<file path="src/rtl/cfg_boot_pkg.sv">
package cfg_boot_pkg;
    typedef enum logic [2:0] {
        ST_IDLE,
        ST_WAIT,
        ST_READ,
        ST_DRAIN,
        ST_CHECK,
        ST_COPY,
        ST_RUN,
        ST_FAIL
    } seq_state_t;
endpackage

</file>
<file path="src/rtl/pwr_delay_timer.sv">
module pwr_delay_timer #(
    parameter int DELAY_MS = 25
) (
    input  logic clk,
    input  logic rst_n,
    input  logic en,
    input  logic tick,
    output logic expire
);
    localparam int CW = $clog2(DELAY_MS + 1);

    logic [CW-1:0] cnt;

    always_ff @(posedge clk or negedge rst_n) begin
        if (!rst_n)
            cnt <= '0;
        else if (en && tick)
            cnt <= cnt + 1'b1;
    end

    assign expire = en && tick && (cnt == CW'(DELAY_MS - 1));
endmodule

</file>
<file path="src/rtl/shadow_csum.sv">
module shadow_csum #(
    parameter int DW    = 8,
    parameter int WORDS = 8
) (
    input  logic                     clk,
    input  logic                     rst_n,
    input  logic                     wr_vld,
    input  logic [DW-1:0]            wr_data,
    input  logic [$clog2(WORDS)-1:0] rd_idx,
    output logic [DW-1:0]            rd_data,
    output logic                     csum_ok
);
    localparam int WA = $clog2(WORDS);

    logic [DW-1:0] stage_q [WORDS];
    logic [WA:0]   fill;
    logic [7:0]    sum;
    logic          full;

    always_ff @(posedge clk or negedge rst_n) begin
        if (!rst_n) begin
            for (int i = 0; i < WORDS; i++) stage_q[i] <= '0;
            fill <= '0;
            sum  <= '0;
        end else if (wr_vld) begin
            stage_q[fill[WA-1:0]] <= wr_data;
            fill <= fill + 1'b1;
            sum  <= sum + wr_data[7:0];
        end
    end

    assign full    = (fill == (WA+1)'(WORDS));
    assign rd_data = stage_q[rd_idx];
    assign csum_ok = full && (sum == 8'h00);


    shadow_ovf_chk: assert property (@(posedge clk) disable iff (!rst_n)
        wr_vld |-> !full);
endmodule

</file>
<file path="src/rtl/work_regfile.sv">
module work_regfile #(
    parameter int          DW      = 8,
    parameter int          WORDS   = 8,
    parameter logic [DW-1:0] RST_VAL = 8'h5A
) (
    input  logic                     clk,
    input  logic                     rst_n,
    input  logic                     we,
    input  logic [$clog2(WORDS)-1:0] waddr,
    input  logic [DW-1:0]            wdata,
    input  logic [$clog2(WORDS)-1:0] raddr,
    output logic [DW-1:0]            rdata
);
    logic [DW-1:0] regs [WORDS];

    always_ff @(posedge clk or negedge rst_n) begin
        if (!rst_n) begin
            for (int i = 0; i < WORDS; i++) regs[i] <= RST_VAL;
        end else if (we) begin
            regs[waddr] <= wdata;
        end
    end

    assign rdata = regs[raddr];
endmodule

</file>
<file path="src/rtl/cfg_boot_seq.sv">
module cfg_boot_seq
    import cfg_boot_pkg::*;
#(
    parameter int            DW       = 8,
    parameter int            WORDS    = 8,
    parameter int            NBANKS   = 4,
    parameter int            DELAY_MS = 25,
    parameter logic [DW-1:0] RST_VAL  = 8'h5A,
    localparam int           WA       = $clog2(WORDS),
    localparam int           BW       = $clog2(NBANKS),
    localparam int           AW       = $clog2(NBANKS * WORDS)
) (
    input  logic          clk,
    input  logic          supply_ok,
    input  logic          ms_tick,
    input  logic          instant_on,
    input  logic          wire_dis,
    input  logic [BW-1:0] bank_sel,
    output logic          mem_rd_en,
    output logic [AW-1:0] mem_addr,
    input  logic [DW-1:0] mem_rdata,
    input  logic          ser_we,
    input  logic [WA-1:0] ser_addr,
    input  logic [DW-1:0] ser_wdata,
    input  logic [WA-1:0] cfg_raddr,
    output logic [DW-1:0] cfg_rdata,
    output logic          ram_we,
    output logic          out_en,
    output logic          load_done,
    output logic          csum_fail
);
    seq_state_t    state, nxt;
    logic [WA-1:0] ptr;
    logic [BW-1:0] bank_q;
    logic          rd_vld;
    logic          last;
    logic          tmr_expire;
    logic          csum_ok;
    logic [DW-1:0] shadow_word;
    logic          copy_we;
    logic          ser_ok;
    logic [WA-1:0] rf_waddr;
    logic [DW-1:0] rf_wdata;

    assign last = (ptr == WA'(WORDS - 1));

    // state register
    always_ff @(posedge clk or negedge supply_ok) begin
        if (!supply_ok)
            state <= ST_IDLE;
        else
            state <= nxt;
    end

    // transitions
    always_comb begin
        nxt = state;
        unique case (state)
            ST_IDLE:  nxt = instant_on ? ST_READ : ST_WAIT;
            ST_WAIT:  if (tmr_expire) nxt = ST_READ;
            ST_READ:  if (last) nxt = ST_DRAIN;
            ST_DRAIN: nxt = ST_CHECK;
            ST_CHECK: nxt = csum_ok ? ST_COPY : ST_FAIL;
            ST_COPY:  if (last) nxt = ST_RUN;
            ST_RUN:   nxt = ST_RUN;
            ST_FAIL:  nxt = ST_FAIL;
            default:  nxt = ST_IDLE;
        endcase
    end

    // datapath registers
    always_ff @(posedge clk or negedge supply_ok) begin
        if (!supply_ok) begin
            ptr    <= '0;
            bank_q <= '0;
            rd_vld <= 1'b0;
        end else begin
            rd_vld <= (state == ST_READ);
            if (state == ST_IDLE)
                bank_q <= bank_sel;
            if (state == ST_READ || state == ST_COPY)
                ptr <= last ? '0 : ptr + 1'b1;
        end
    end

    // outputs
    always_comb begin
        mem_rd_en = (state == ST_READ);
        mem_addr  = AW'(bank_q) * AW'(WORDS) + AW'(ptr);
        out_en    = (state == ST_RUN);
        load_done = (state == ST_RUN) || (state == ST_FAIL);
        csum_fail = (state == ST_FAIL);
        copy_we   = (state == ST_COPY);
        ser_ok    = ser_we && !wire_dis && load_done;
        ram_we    = copy_we || ser_ok;
        rf_waddr  = copy_we ? ptr : ser_addr;
        rf_wdata  = copy_we ? shadow_word : ser_wdata;
    end

    pwr_delay_timer #(.DELAY_MS(DELAY_MS)) u_tmr (
        .clk    (clk),
        .rst_n  (supply_ok),
        .en     (state == ST_WAIT),
        .tick   (ms_tick),
        .expire (tmr_expire)
    );

    shadow_csum #(.DW(DW), .WORDS(WORDS)) u_shadow (
        .clk     (clk),
        .rst_n   (supply_ok),
        .wr_vld  (rd_vld),
        .wr_data (mem_rdata),
        .rd_idx  (ptr),
        .rd_data (shadow_word),
        .csum_ok (csum_ok)
    );

    work_regfile #(.DW(DW), .WORDS(WORDS), .RST_VAL(RST_VAL)) u_rf (
        .clk   (clk),
        .rst_n (supply_ok),
        .we    (ram_we),
        .waddr (rf_waddr),
        .wdata (rf_wdata),
        .raddr (cfg_raddr),
        .rdata (cfg_rdata)
    );


    rd_seq_chk: assert property (@(posedge clk) disable iff (!supply_ok)
        (mem_rd_en && $past(mem_rd_en)) |-> (mem_addr == $past(mem_addr) + 1'b1));


    rd_after_delay_chk: assert property (@(posedge clk) disable iff (!supply_ok)
        $rose(mem_rd_en) |-> (($past(instant_on) && $past(state) == ST_IDLE) || $past(tmr_expire)));


    en_after_copy_chk: assert property (@(posedge clk) disable iff (!supply_ok)
        $rose(out_en) |-> ($past(ram_we) && !csum_fail));


    fail_flag_chk: assert property (@(posedge clk) disable iff (!supply_ok)
        $rose(load_done) |-> (csum_fail != $past(csum_ok)));
endmodule

</file>
<file path="config.mk">
export PLATFORM = sky130hd
export DESIGN_NAME = cfg_boot_seq
export DESIGN_NICKNAME = d
export VERILOG_FILES = /design/src/rtl/cfg_boot_pkg.sv /design/src/rtl/pwr_delay_timer.sv /design/src/rtl/shadow_csum.sv /design/src/rtl/work_regfile.sv /design/src/rtl/cfg_boot_seq.sv
export SDC_FILE = /design/constraint.sdc
export NUM_CORES = 1
export LEC_CHECK = 0
export ABC_CLOCK_PERIOD_IN_PS = 2230
export CORE_MARGIN = 2
export CORE_UTILIZATION = 51
export DETAILED_ROUTE_END_ITERATION = 16
export GPL_TIMING_DRIVEN = 0
export PLACE_DENSITY = 0.76
export SETUP_SLACK_MARGIN = 0.1
export SYNTH_ARGS = -nofsm -noshare
export SYNTH_HDL_FRONTEND = slang
export SYNTH_HIERARCHICAL = 1
export SYNTH_SLANG_ARGS = --single-unit
</file>
<file path="constraint.sdc">
create_clock -name clk -period 2.23 [get_ports clk]
set_input_delay 0.446 -clock clk [delete_from_list [all_inputs] [get_ports clk]]
set_output_delay 0.446 -clock clk [all_outputs]
set_load 0.01 [all_outputs]
</file>
==> out/qor.csv, run 1 <==
stage;metric;value;unit
worst_setup_path;worstPathMaxFanout;8;
global_routing;grt.overflow.total;0;
logic_synthesis;syn-mean-instance-area;14.6;µm²
layout;final_nets;680;
logic_synthesis;syn_nets;588;
global_routing;grt_util_all_layers;0.228;
placed_design;dpl_cell_area;8610;µm²
power;ir_drop;0.627;mV
timing;whs;0.481;ns
logic_synthesis;yosysSeqAreaShare;0.492;
worst_setup_path;crit_arrival;2.48;ns
logic_synthesis;syn_area;7920;µm²
logic_synthesis;synth-edff-count;0;
timing;maxSlewHeadroom;0.386;
timing;slew_violations;0;
timing;setup_viol;0;
logic_synthesis;synthTopCellsByArea;dfrtp_1 (39%), mux2_2 (20%), dfstp_2 (11%);
global_routing;grt_start_max_net_pins;113;
status;outcome;completed;
clock_network;cts_tree;done;
clock_network;cts_buffer_depth;2;
routing;dr_total_vias;5033;
timing;skew;0.00709;ns
clock_network;cts_root_buf;clkbuf_16;
layout;antenna_cells;0;
placed_design;place_congestion;0.885;
placed_design;io_buffer_count;44;
logic_synthesis;yosys.area.top_type;dfrtp_1;
timing;tightest_slew;0.916;ns
layout;fin_cells;837;
global_routing;grt_pass1_wl;28700;µm
routing;avgRoutedWirePerCell;21.3;µm
routing;first_pass_iters;5;
worst_setup_path;startpoint_type;flop;
worst_setup_path;cp-end-kind;flop;
worst_setup_path;crit_required;2.53;ns
power;p_leak;4.21;nW
clock_network;cts_sinks;154;
layout;design_area;9760;µm²
logic_synthesis;yosys.area.top_type_share;0.385;
logic_synthesis;yosysUniqueCellTypes;59;
routing;routed_wirelength;17800;µm
clock_network;numCtsBuffers;17;
floorplanning;die_x;129;µm
flow_run;drv_cap;0;
floorplanning;initial_core_util;0.521;
clock_network;clk_pin_slew;0.06;ns
floorplanning;core;15200;µm²
placed_design;dp_hpwl;11000;µm
timing;timing.final.crit_share;0.978;
logic_synthesis;synth_ff_type;dfrtp_1;
power;p_per_area;924;nW/µm²
logic_synthesis;synthArstFlopShare;1.00;
timing;fin_crit;2.18;ns
layout;multi_input_area;3860;µm²
clock_network;worstSkewPairLatency;0.42;ns
global_routing;antenna_found_initial;0;
floorplanning;die_h;129;µm
logic_synthesis;yosysWarnings;6;
worst_setup_path;critPathKind;reg2reg;
floorplanning;num_rows;45;
timing;hold_viol;0;
routing;drc_errors;0;
layout;drive_gt1_frac;0.512;
timing;fmax;0.459;GHz
routing;ant_nets;0;
routing;drtIter0Drc;381;
layout;seqCellArea;3900;µm²
floorplanning;die-area;16500;µm²
clock_network;htreeDepth;4;
logic_synthesis;ys_ff_latch;154;
min_path;hold_class;in2reg;
floorplanning;io_pins;48;
layout;fillCellCount;1078;
layout;syn_to_final_growth;23.2;%
timing;rsz0062_at_grt;true;
global_routing;grt_pass1_vias;5232;
logic_synthesis;synthCells;544;
routing;vias_per_cell;6.01;
placed_design;dp.cells;777;
[cells in the final DEF (no fill, tap or decap), types with 18 or more instances in the layout]
cell / count
dfstp_2: 32
nand2_1: 18
clkdlybuf4s50_1: 25
o21ai_0: 18
buf_4: 29
mux4_2: 32
dfrtp_1: 120
mux2_4: 60
mux2_2: 91
buf_6: 20
[final timing paths]
path	from	endpoint	slack [ns]	depth (start not counted)
min	mem_rdata[1]	u_shadow/stage_q[25]	0.48	2
max	ptr[0]	u_rf/regs[32]	0.05	6
min reg2reg	u_shadow/stage_q[15]	u_shadow/stage_q[15]	0.48	2
min in group asynchronous	supply_ok	u_tmr/cnt[3]	0.51	2
max reg2reg	ptr[0]	u_rf/regs[32]	0.05	6
max in group asynchronous	supply_ok	u_shadow/stage_q[29]	0.83	3
[synthesized netlist by cell type (all sizes together), types with 3 or more instances]
library cell / instances
buf: 30
nand4: 5
and2: 3
nor3: 10
nor2b: 8
nor4b: 3
dfrtp: 122
dfstp: 32
and3: 3
o21ai: 20
a21oi: 6
nor3b: 7
a211oi: 3
xnor2: 9
nor4bb: 3
nand2: 18
nand4b: 3
nor2: 13
ha: 13
a21o: 4
clkbuf: 5
mux2: 151
inv: 10
or3: 3
mux4: 32
[critical path, cell delays in order, from the launching register on]
cell and delay (ns):
dfrtp_2 0.39, buf_12 0.13, buf_12 0.13, mux4_2 0.50, mux2_4 0.30, mux2_4 0.33
mux2_4 0.29
[state kept, by name, summed over array words and instances, names as in the netlist, 2 cells and up]
name              count
bank_q                2
u_shadow/stage_q     64
u_shadow/sum          8
u_rf/regs            64
u_tmr/cnt             5
state                 3
ptr                   3
u_shadow/fill         4
[routing by layer]
metal | global-route usage | wire [µm] | vias to the layer above
li1 | - | - | 2206
met1 | 0.305 | 7940 | 2667
met2 | 0.382 | 8980 | 147
met3 | 0.0478 | 677 | 13
met4 | 0.0627 | 193 | 0
met5 | 0 | 0 | -
[through the flow]
stage / TNS, ns / util / total power [mW] / worst slack, ns
floorplan: 0 / - / 5.02 / 0.0982
global placement: -724.25 / 0.565 / 5.52 / -5.46
detailed placement: -23.58 / 0.567 / 5.65 / -0.520
CTS: 0 / 0.631 / 8.89 / 0.0540
global route: 0 / 0.642 / 9.42 / 0.00779
finish: 0 / 0.642 / 9.02 / 0.0497
[kinds of logic (layout without fill, tap and decap cells)]
logic type | count (synthesis) | after routing | share of synthesized area
compound gates | 47 | 47 | 0.0384
fa+ha+maj | 14 | 14 | 0.0231
flops | 154 | 154 | 0.492
simple gates | 89 | 89 | 0.0720
buf+inv | 45 | 150 | 0.0371
xor+xnor | 10 | 10 | 0.0111
mux | 185 | 185 | 0.327
[power breakdown]
part           leakage (nW)  internal [mW]  switching (mW)  total [mW]
logic                  2.13           1.46           0.902        2.36
registers              1.79           3.41           0.323        3.73
clock network         0.292           1.84            1.08        2.92
[final cells by class]
class / instances / area share
multi-input cells: 345 / 0.396
flip-flops and latches: 154 / 0.399
well taps: 188 / 0.0241
clock inverters: 8 / 0.0119
repair buffers: 74 / 0.0798
clock buffers: 24 / 0.0494
plain buffers: 34 / 0.0360
inverters: 10 / 0.00385
[timing repair]
item	in CTS	in global routing
cloned	1	0
resized for setup	139	35
buffers inserted	20	7
hold buffers	1	0
pin swaps	3	3
setup endpoints to repair	78	77
endpoints found under the hold margin	42	0
No activity file was read; power rests on OpenSTA's default activity.
==> inputs of run 2 (changes only) <==
--- a/config.mk
+++ b/config.mk
@@ -10,6 +10,7 @@
 export CORE_UTILIZATION = 51
 export DETAILED_ROUTE_END_ITERATION = 16
 export GPL_TIMING_DRIVEN = 0
+export HOLD_SLACK_MARGIN = 0.12
 export PLACE_DENSITY = 0.76
 export SETUP_SLACK_MARGIN = 0.1
 export SYNTH_ARGS = -nofsm -noshare
==> results of run 2 <==
No change in the layout: final DEF, timing and power equal those of run 1.
==> inputs of run 3 (changes only) <==
--- a/config.mk
+++ b/config.mk
@@ -13,6 +13,7 @@
 export HOLD_SLACK_MARGIN = 0.12
 export PLACE_DENSITY = 0.76
 export SETUP_SLACK_MARGIN = 0.1
+export SLEW_MARGIN = 20
 export SYNTH_ARGS = -nofsm -noshare
 export SYNTH_HDL_FRONTEND = slang
 export SYNTH_HIERARCHICAL = 1
==> out/qor.csv, run 3 (synthesized netlist as in run 1, its figures left out) <==
stage;metric;value;unit;change
routing;drtIter0Drc;308;;-19%
clock_network;cts_root_buf;clkbuf_16;;
timing;worst_slack;0.0611;ns;+0.0114 ns
global_routing;grt.overflow.total;0;;unchanged
clock_network;cts_tree;done;;
clock_network;htreeDepth;4;;unchanged
timing;setup_viol;0;;unchanged
power;p_leak;4.25;nW;+0.95%
worst_setup_path;crit_arrival;2.47;ns;about the same
clock_network;clk_pin_slew;0.06;ns;about the same
global_routing;grt_pass1_wl;28400;µm;-1.1%
min_path;hold_class;reg2reg;;
routing;avgRoutedWirePerCell;21.4;µm;+0.89%
timing;tightest_slew;0.951;ns;+0.0345 ns
floorplanning;core;15200;µm²;unchanged
worst_setup_path;cp_num_buf_inv;2;;unchanged
global_routing;antenna_found_initial;0;;unchanged
floorplanning;initial_core_util;0.521;;unchanged
layout;final_common_cell;dfrtp_1;;
timing;timing.final.crit_share;0.973;;-0.00510
layout;layout.cells.most_common_list;dfrtp_1 (120), mux2_2 (90), mux2_4 (61);;
timing;rsz0062_at_grt;true;;
layout;top_regs;u_rf/regs (64), u_shadow/stage_q (64), u_shadow/sum (8);;
layout;multi_input_area;3880;µm²;+0.52%
power;seq_power_share;0.412;;-0.002
placed_design;place_congestion;0.885;;unchanged
floorplanning;die-area;16500;µm²;unchanged
clock_network;cts_buffer_depth;2;;unchanged
worst_setup_path;path_cells;buf_12, buf_12, mux4_2, mux2_4, mux2_4, mux2_4;;
worst_setup_path;cp-end-kind;flop;;
floorplanning;io_pins;48;;unchanged
placed_design;pre_cts_slack;-0.510;ns;+0.00996 ns
worst_setup_path;worstPathMaxFanout;8;;unchanged
layout;drive_gt1_frac;0.510;;-0.00154
power;power_frac_clock;0.328;;+0.004
routing;ant_nets;0;;unchanged
routing;first_pass_iters;5;;unchanged
worst_setup_path;startpoint_type;flop;;
power;p_int;6.75;mW;+0.66%
global_routing;grt_pass1_vias;5252;;+0.38%
clock_network;numCtsBuffers;17;;unchanged
global_routing;grt_util_met2;0.389;;+0.00688
timing;slew_violations;0;;unchanged
placed_design;io_buffer_count;44;;unchanged
layout;fin_cells;837;;unchanged
clock_network;cts_sinks;154;;unchanged
worst_setup_path;critPathMaxStageDelay;0.50;ns;about the same
min_path;min_from;u_shadow/stage_q[39];;
global_routing;grt_util_all_layers;0.226;;-0.00172
worst_setup_path;critPathLaunch;ptr[0];;
status;outcome;completed;;
power;switching_share;0.255;;-0.00145
routing;routed_wirelength;18000;µm;+0.89%
power;ir_drop;0.625;mV;-0.43%
worst_setup_path;r2r-start;ptr[0];;
placed_design;dp.cells;777;;unchanged
global_routing;grt_busiest_layer;met2;;
routing;vias_per_cell;5.99;;-0.36%
global_routing;use_met3;0.0437;;-0.00416
layout;fillCellCount;1077;;-0.093%
timing;fin_crit;2.17;ns;-0.0114 ns
worst_setup_path;critPathKind;reg2reg;;
floorplanning;die_h;129;µm;unchanged
timing;maxSlewHeadroom;0.363;;-0.0232
worst_setup_path;crit_required;2.53;ns;about the same
worst_setup_path;cpMaxStageDelayCell;mux4_2;;
layout;syn_to_final_growth;23.6;%;
layout;final_nets;681;;+0.15%
timing;fmax;0.461;GHz;+0.52%
flow_run;drv_cap;0;;unchanged
layout;seqCellArea;3900;µm²;unchanged
power;pwr-share-comb;0.260;;-0.002
worst_setup_path;cp_common_cell;mux2_4;;
floorplanning;num_rows;45;;unchanged
timing;hold_viol;0;;unchanged
placed_design;dp_hpwl;11000;µm;+0.28%
clock_network;worstSkewPairLatency;0.42;ns;about the same
power;p_sw;2.31;mW;-0.10%
routing;drc_errors;0;;unchanged
worst_setup_path;crit_family;multiplexers;;
floorplanning;die_x;129;µm;unchanged
timing;skew;0.00645;ns;-0.000647 ns
power;p_per_area;925;nW/µm²;about the same
global_routing;grt_start_max_net_pins;113;;unchanged
global_routing;grt_use_met1;0.293;;-0.0118
routing;dr_total_vias;5015;;-0.36%
layout;antenna_cells;0;;unchanged
timing;fin_tns_setup;0;ns;unchanged
[run 3: path summary, 6_finish.rpt]
check	endpoint	slack, ns	cells past startpoint
worst min-delay path	u_shadow/stage_q[39]	0.48	2
worst max-delay path	u_rf/regs[32]	0.06	6
worst max register to register	u_rf/regs[32]	0.06	6
max in group asynchronous	u_rf/regs[44]	0.89	3
min in group asynchronous	u_tmr/cnt[3]	0.50	2
worst min register to register	u_shadow/stage_q[39]	0.48	2
[run 3: metal layers]
layer,share of wire,wire (µm)
met1,0.44,7940
met2,0.50,8940
met3,0.038,678
met4,0.022,389
met5,0,0
[run 3: tightest hold or removal path, stage by stage, from the launching register on]
cell     delay [ns]
dfrtp_1        0.34
nand2_1        0.05
o21ai_0        0.06
[run 3: what timing repair did]
action                     in CTS  in global routing
resized for setup             131                 45
hold endpoints to repair       42                  0
setup buffers                  14                 13
hold buffers                    1                  0
pin swaps                       4                  2
setup endpoints to repair      78                 75
gates cloned                    2                  0
[run 3: power by group through the flow]
stage / Sequential [mW] / Combinational, mW / Clock, mW
after CTS: 3.70 / 2.20 / 3.00
after global placement: 3.68 / 1.84 / 0
after detailed placement: 3.72 / 1.92 / 0
after floorplan: 3.62 / 1.40 / 0
after global routing: 3.78 / 2.54 / 3.13
final: 3.73 / 2.36 / 2.97
[run 3: area by class of cell]
type                       instances  area share
clock inverter                     8      0.0147
clock buffer                      23      0.0468
tap                              188      0.0240
buffer                            34      0.0359
sequential                       154       0.398
timing repair buffer              75      0.0808
multi-input combinational        345       0.396
inverter                          10     0.00383
[run 3: stage by stage]
stage,util,hold WS (ns),total power [mW],instance area (µm²)
CTS,0.630,0.480,8.91,9580
detailed placement,0.567,0.362,5.65,8620
global route,0.644,0.502,9.45,9790
global placement,0.565,0.454,5.52,8580
finish,0.644,0.479,9.06,9790
floorplan,-,0.150,5.02,7910
